<file path="src/rtl/irq_pkg.sv">
package irq_pkg;
  localparam int NUM_SRC = 11;
  localparam int VEC_W   = 4;
  localparam int NUM_EP  = 5;
  localparam int SRC_BUS = 0;
  localparam int SRC_T128 = 1;
  localparam int SRC_T1K = 2;
  localparam int SRC_EP0 = 3;
  localparam int SRC_DAC = 8;
  localparam int SRC_GPIO = 9;
  localparam int SRC_SER = 10;
endpackage

</file>
<file path="src/rtl/irq_edge_group.sv">
module irq_edge_group #(
  parameter int W = 8
) (
  input  logic         clk_i,
  input  logic         rst_ni,
  input  logic [W-1:0] pins_i,
  input  logic [W-1:0] pol_i,
  input  logic [W-1:0] en_i,
  output logic [W-1:0] hit_o
);
  logic [W-1:0] cur_q, prev_q;

  always_ff @(posedge clk_i or negedge rst_ni) begin
    if (!rst_ni) begin
      cur_q  <= '0;
      prev_q <= '0;
    end else begin
      cur_q  <= pins_i;
      prev_q <= cur_q;
    end
  end

  for (genvar i = 0; i < W; i++) begin : g_pin
    assign hit_o[i] = en_i[i] & (pol_i[i] ? (~cur_q[i] & prev_q[i])
                                          : (cur_q[i] & ~prev_q[i]));
  end
endmodule

</file>
<file path="src/rtl/irq_pend.sv">
module irq_pend #(
  parameter int N = 11
) (
  input  logic         clk_i,
  input  logic         rst_ni,
  input  logic [N-1:0] set_i,
  input  logic [N-1:0] clr_i,
  output logic [N-1:0] pend_o
);
  always_ff @(posedge clk_i or negedge rst_ni) begin
    if (!rst_ni) pend_o <= '0;
    else         pend_o <= set_i | (pend_o & ~clr_i);  // set wins
  end
endmodule

</file>
<file path="src/rtl/irq_prio_enc.sv">
module irq_prio_enc #(
  parameter int N  = 11,
  parameter int IW = 4
) (
  input  logic [N-1:0]  req_i,
  output logic          any_o,
  output logic [IW-1:0] idx_o
);
  always_comb begin
    idx_o = '0;
    for (int i = N - 1; i >= 0; i--) begin
      if (req_i[i]) idx_o = IW'(i);
    end
  end
  assign any_o = |req_i;
endmodule

</file>
<file path="src/rtl/irq_vec_ctrl.sv">
module irq_vec_ctrl
  import irq_pkg::*;
#(
  parameter int DAC_W      = 8,
  parameter int GPIO_PORTS = 2,
  parameter int GPIO_W     = 8
) (
  input  logic                         clk_i,
  input  logic                         rst_ni,
  input  logic                         bus_rst_evt_i,
  input  logic                         tick128_i,
  input  logic                         tick1024_i,
  input  logic [4:0]                   ep_evt_i,
  input  logic                         ser_evt_i,
  input  logic [DAC_W-1:0]             dac_pins_i,
  input  logic [DAC_W-1:0]             dac_pin_en_i,
  input  logic [DAC_W-1:0]             dac_pol_i,
  input  logic [GPIO_PORTS*GPIO_W-1:0] gpio_pins_i,
  input  logic [GPIO_PORTS*GPIO_W-1:0] gpio_pin_en_i,
  input  logic [GPIO_PORTS-1:0]        gpio_pol_i,
  input  logic [10:0]                  src_en_i,
  input  logic                         glb_en_i,
  input  logic                         ack_i,
  input  logic [3:0]                   ack_vec_i,
  output logic                         irq_o,
  output logic [3:0]                   vec_o
);
  localparam int GPIO_N = GPIO_PORTS * GPIO_W;

  logic [NUM_SRC-1:0] set_w, clr_w, pend_q, live_w;
  logic [1:0]         tick_hit;
  logic [DAC_W-1:0]   dac_hit;
  logic [GPIO_N-1:0]  gpio_hit, gpio_pol_pin;
  logic               any_live;

  irq_edge_group #(.W(2)) i_tick_edge (
    .clk_i, .rst_ni,
    .pins_i({tick1024_i, tick128_i}),
    .pol_i (2'b00),
    .en_i  (2'b11),
    .hit_o (tick_hit)
  );

  irq_edge_group #(.W(DAC_W)) i_dac_edge (
    .clk_i, .rst_ni,
    .pins_i(dac_pins_i),
    .pol_i (dac_pol_i),
    .en_i  (dac_pin_en_i),
    .hit_o (dac_hit)
  );

  for (genvar p = 0; p < GPIO_PORTS; p++) begin : g_gpio_pol
    assign gpio_pol_pin[p*GPIO_W +: GPIO_W] = {GPIO_W{gpio_pol_i[p]}};
  end

  irq_edge_group #(.W(GPIO_N)) i_gpio_edge (
    .clk_i, .rst_ni,
    .pins_i(gpio_pins_i),
    .pol_i (gpio_pol_pin),
    .en_i  (gpio_pin_en_i),
    .hit_o (gpio_hit)
  );

  always_comb begin
    set_w = '0;
    set_w[SRC_BUS]  = bus_rst_evt_i;
    set_w[SRC_T128] = tick_hit[0];
    set_w[SRC_T1K]  = tick_hit[1];
    for (int e = 0; e < NUM_EP; e++) set_w[SRC_EP0 + e] = ep_evt_i[e];
    set_w[SRC_DAC]  = |dac_hit;
    set_w[SRC_GPIO] = |gpio_hit;
    set_w[SRC_SER]  = ser_evt_i;
  end

  always_comb begin
    clr_w = '0;
    if (ack_i && (ack_vec_i < VEC_W'(NUM_SRC))) clr_w[ack_vec_i] = 1'b1;
  end

  irq_pend #(.N(NUM_SRC)) i_pend (
    .clk_i, .rst_ni,
    .set_i (set_w),
    .clr_i (clr_w),
    .pend_o(pend_q)
  );

  assign live_w = pend_q & src_en_i;

  irq_prio_enc #(.N(NUM_SRC), .IW(VEC_W)) i_prio (
    .req_i(live_w),
    .any_o(any_live),
    .idx_o(vec_o)
  );

  assign irq_o = glb_en_i & any_live;
endmodule

</file>
<file path="config.mk">
export PLATFORM = sky130hd
export DESIGN_NAME = irq_vec_ctrl
export DESIGN_NICKNAME = d
export VERILOG_FILES = /design/src/rtl/irq_pkg.sv /design/src/rtl/irq_edge_group.sv /design/src/rtl/irq_pend.sv /design/src/rtl/irq_prio_enc.sv /design/src/rtl/irq_vec_ctrl.sv
export SDC_FILE = /design/constraint.sdc
export NUM_CORES = 1
export LEC_CHECK = 0
export BUFFER_PORTS_ARGS = -buffer_cell sky130_fd_sc_hd__buf_2
export CORE_MARGIN = 5
export CORE_UTILIZATION = 35
export DETAILED_ROUTE_END_ITERATION = 10
export HOLD_SLACK_MARGIN = 0.03
export PLACE_DENSITY_LB_ADDON = 0.25
export SLEW_MARGIN = 40
export SYNTH_ARGS = -nofsm -noshare
export SYNTH_HDL_FRONTEND = slang
export SYNTH_SLANG_ARGS = --single-unit
</file>
<file path="constraint.sdc">
create_clock -name clk_i -period 3.34 [get_ports clk_i]
set_clock_uncertainty 0.1 [all_clocks]
set_input_delay 0.334 -clock clk_i [delete_from_list [all_inputs] [get_ports clk_i]]
set_output_delay 0.334 -clock clk_i [all_outputs]
set_load 0.01 [all_outputs]
</file>
* Yosys cells after proc, flatten, opt, wreduce, memory -nomap -nowiden
Cells that the tools add are included.
** Word-level totals
- Output and inout bits :: 5
- Bits in registers :: 63
- Input port bits :: 86
- Word-level logic and storage cells :: 182
** Cells by class
- $lt $le $gt $ge :: 3
- Multiplexer cells :: 38
- Reduce and logical (&&, ||, !) cells :: 5
- Bitwise operators :: 129
** Operators by type and width (count)
- bitwise AND 1 bit :: 75
- inverter 1 bit :: 50
- 2-to-1 mux 4 bit :: 11
- 2-to-1 mux 1 bit :: 25
- bitwise AND 11 bit :: 2
- OR reduction 16 bit :: 1
- 2-to-1 mux 11 bit :: 1
- inverter 11 bit :: 1
- OR 11 bit :: 1
- OR reduction 11 bit :: 1
- OR reduction 8 bit :: 1
- less-than comparator 4 x 5 -> 1 bit (second input constant) :: 1
- demux 1 bit (select 4 bit) :: 1
- >= comparator 4 x 1 -> 1 bit (second input constant) :: 1
- less-than comparator 4 bit (second input constant) :: 1
- logical AND 1 bit :: 2

* Longest topological paths before layout
- Depth after elaboration :: 12
- Depth in mapped cells :: 6
- Mapped depth without buffers :: 5

* Cells and area by module
Synthesis repeated with hierarchy kept, for this count alone.
** Unflattened totals
- Cell total of the unflattened synthesis :: 221
- Area total of the unflattened synthesis :: 2651.3 µm²
** By module, submodules not included
- irq_edge_group (i_gpio_edge) :: times used 1, area each 1181.1 µm², cells each 80, sequential area each 800.8 µm²
- irq_edge_group (i_dac_edge) :: times used 1, area each 590.6 µm², cells each 40, sequential area each 400.4 µm²
- irq_pend :: times used 1, area each 399.1 µm², cells each 33, sequential area each 275.3 µm²
- irq_vec_ctrl :: times used 1, area each 220.2 µm², cells each 39, sequential area each 0.0 µm²
- irq_edge_group (i_tick_edge) :: times used 1, area each 147.6 µm², cells each 10, sequential area each 100.1 µm²
- irq_prio_enc :: times used 1, area each 112.6 µm², cells each 19, sequential area each 0.0 µm²

* Worst setup path before layout
No wires, ideal clock.
- Path type :: register to output
- From :: reg i_pend.pend_o[6]
- To :: out irq_o
- Buffers on the path :: 0
- Slack :: 1.725 ns
- Cell stages (with the launch flop) :: 5
- Arrival time :: 1.181 ns
- Data required time :: 2.906 ns
- Path through :: dfrtp_1 -> a22o_1 -> nor3b_1 -> nand4_1 -> o21a_1
** Between the ends
- Cells in the longest elaborated chain, start to end :: 3
** Ends and longest elaborated chain
- from (decl) :: RTL line irq_pend.sv:8 : output logic [N-1:0] pend_o
- from (signal assigned) :: RTL line irq_pend.sv:12 : else pend_o <= set_i | (pend_o & ~clr_i);
- bitwise AND 11 bit :: RTL line irq_vec_ctrl.sv:87 : assign live_w = pend_q & src_en_i;
- OR reduction 11 bit :: RTL line irq_prio_enc.sv:15 : assign any_o = |req_i;
- bitwise AND 1 bit :: RTL line irq_vec_ctrl.sv:95 : assign irq_o = glb_en_i & any_live;
- to (decl) :: RTL line irq_vec_ctrl.sv:25 : output logic irq_o,
No other way between the ends.

* Worst setup path after layout
Ends and elaborated chain as after synthesis.

==> results.ini <==
[finish]
multi_input_area_um2=870
diodes=0
fin_cells=440
n_fill_cell=637
syn2layout_area_growth_pct=40.7
final_common_cell=buf_2
post-route-util_pct=51.0
regArea_um2=1580
mostFrequentLayoutCells=buf_2, dfrtp_1, nand2_1, dlygate4sd3_1, nand2b_1
num-nets-final=426
drive_gt1_share_pct=32.3

[detailed_routing]
vias=2045
route.met3.wl_um=479
wl_met1_um=2450
wl_met2_um=2610
viasPerCell=4.65
antenna_left=0
wl_um=5590
first_pass_iters=5
top_layer=met4
wl_per_cell_um=12.7
drc=0
drt-initial-drc-count=73

[logic_synthesis]
syn_avg_cell_area_um2=11.6
yosysTopAreaCell=dfrtp_1
yosys_warnings=0
async_reset_ff_share_pct=100
synth_edf_count=0
postSynthCellCount=213
yosysTopAreaCellShare_pct=63.7
seq_area_frac_synth_pct=63.7
ys_seq_elements=63
netlist_area_um2=2480
synth_area_leaders=dfrtp_1, nand2b_1, nand2_1, o21ai_0, nand3b_1
syn-num-nets=299
synth.distinct_cells=33
synthFlopType=dfrtp_1

[run]
drv_cap=0

[clock_tree]
cts_tree=built
clock_latency_ps=330
cts.sinks=63
numCtsBuffers=9
cts_root_buf=clkbuf_8
clk_pin_slew_worst_paths_ps=70
max-clock-path-buffers=2
htreeDepth=3
post-cts-setup-buffer-count=0

[timing]
setup_violations=0
period_share_pct=65.7
fmax_ghz=0.456
tightest_slew_ps=648
rsz0062_at_grt=false
slew_headroom_pct=56.8
finalHoldViolCount=0
drv_slew=0
period_needed_ps=2190
setup_tns_ps=0
setup_slack_ps=1150

[die]
chipHeight_um=94.1
die_area_um2=8860
die_w_um=94.1
ios=91
initial_core_util_pct=36.2
rows=30
fp.coreArea_um2=6830

[power_and_ir_drop]
combPwrFrac_pct=10.8
p_sw_share_pct=22.9
power-per-cell-area_nw_per_um2=453
finalPower_mw=1.58
static-leakage-power_nw=1.58
p_clk_share_pct=37.3
ir_worst_vdd_v=0.000330
p_sw_mw=0.361
p_int_mw=1.22
pwr-share-seq_pct=51.9

[global_route]
grt_max_degree=54
grt_pass1_vias=2158
grt_pass1_wl_um=9530
grt_usage_pct=13.9
grt_overflow=0
antenna_found_initial=0

[worst_setup_path]
endpoint_kind=output pin
worstPathArrival_ps=1760
worst_setup_path_start_kind=flop
worstPathRequired_ps=2910
worstPathMaxFanout=3
critical_path_class=flop to output pin

[outcome]
outcome=finished clean

[place]
port_buffers=90
place_inst=398
gp_congestion=0.809
place_ws_ps=1450
dpl.hpwl_um=4190

[worst_hold_path]
hold_path_class=input pin to flop

-- cell type report --
| type | count | area share (%) |
|---|---|---|
| clock inverters | 3 | 0.503 |
| inverters | 2 | 0.215 |
| flip-flops and latches | 63 | 45.2 |
| repair buffers | 118 | 20.9 |
| clock buffers | 12 | 4.74 |
| multi-input cells | 146 | 25.0 |
| well taps | 96 | 3.45 |
-- kinds of logic after synthesis --
group / Yosys count / share of synthesized area, %
buffers and inverters: 4 / 1.21
AND/OR/NAND/NOR: 91 / 20.2
flip-flops: 63 / 63.7
AO/OA/AOI/OAI: 55 / 14.9
-- final timing paths --
kind | cells past startpoint | to | from | slack (ps)
min in group asynchronous | 2 | i_gpio_edge.cur_q[14]$_DFF_PN0_ | rst_ni | 300
max | 5 | irq_o | i_pend.pend_o[6]$_DFF_PN0_ | 1150
max in group asynchronous | 3 | i_tick_edge.cur_q[0]$_DFF_PN0_ | rst_ni | 1890
min reg2reg | 0 | i_tick_edge.prev_q[0]$_DFF_PN0_ | i_tick_edge.cur_q[0]$_DFF_PN0_ | 270
max reg2reg | 5 | i_pend.pend_o[9]$_DFF_PN0_ | i_gpio_edge.cur_q[0]$_DFF_PN0_ | 1700
min | 2 | i_pend.pend_o[6]$_DFF_PN0_ | ep_evt_i[3] | 90
-- power by group through the flow --
stage	Sequential (mW)	Clock, mW	Combinational, mW
final	0.820	0.589	0.170
after global routing	0.824	0.656	0.193
after CTS	0.820	0.616	0.173
after detailed placement	0.834	0	0.149
after global placement	0.832	0	0.146
after floorplan	0.828	0	0.0658
-- layer usage --
layer | GRT usage (%) | vias to the layer above
li1 | - | 1018
met1 | 17.5 | 951
met2 | 21.6 | 70
met3 | 5.05 | 6
met4 | 5.42 | 0
met5 | 0 | -
-- worst max-delay path: stages, from the launching register on --
cell	delay (ps)
dfrtp_1	390
a22o_1	240
nor3b_1	320
nand4_1	170
o21a_1	190
buf_2	130
-- sequential cells by signal, indices dropped and copies added (netlist names) --
| name | flops |
|---|---|
| i_gpio_edge.cur_q | 16 |
| i_gpio_edge.prev_q | 16 |
| i_pend.pend_o | 11 |
| i_dac_edge.cur_q | 8 |
| i_dac_edge.prev_q | 8 |
| i_tick_edge.cur_q | 2 |
| i_tick_edge.prev_q | 2 |
-- stage by stage --
step	hold WS [ps]	instance area, µm²
4_1_cts	75.2	3480
3_3_place_gp	118	3030
5_1_grt	78.9	3480
6_report	93.1	3480
2_1_floorplan	-61.6	2480
3_5_place_dp	124	3030
-- cell usage after synthesis, types with 2 or more instances --
| cell type | instances |
|---|---|
| nand4_1 | 3 |
| o22ai_2 | 2 |
| a22o_1 | 3 |
| and3b_1 | 3 |
| buf_6 | 2 |
| nor3b_1 | 5 |
| nand3_1 | 4 |
| o22ai_1 | 6 |
| nand2_1 | 31 |
| o31ai_1 | 4 |
| o21ai_0 | 23 |
| nand2b_1 | 24 |
| dfrtp_1 | 63 |
| o21ai_1 | 2 |
| nor2_1 | 7 |
| a22oi_1 | 4 |
| nand3b_1 | 9 |
| inv_1 | 2 |
| a21oi_1 | 2 |
-- what timing repair did --
item | 4_1_cts | 5_1_grt
resized for setup | 0 | 0
hold buffers | 27 | 0
hold endpoints to repair | 36 | 0
No activity file was read; power rests on OpenSTA's default activity.
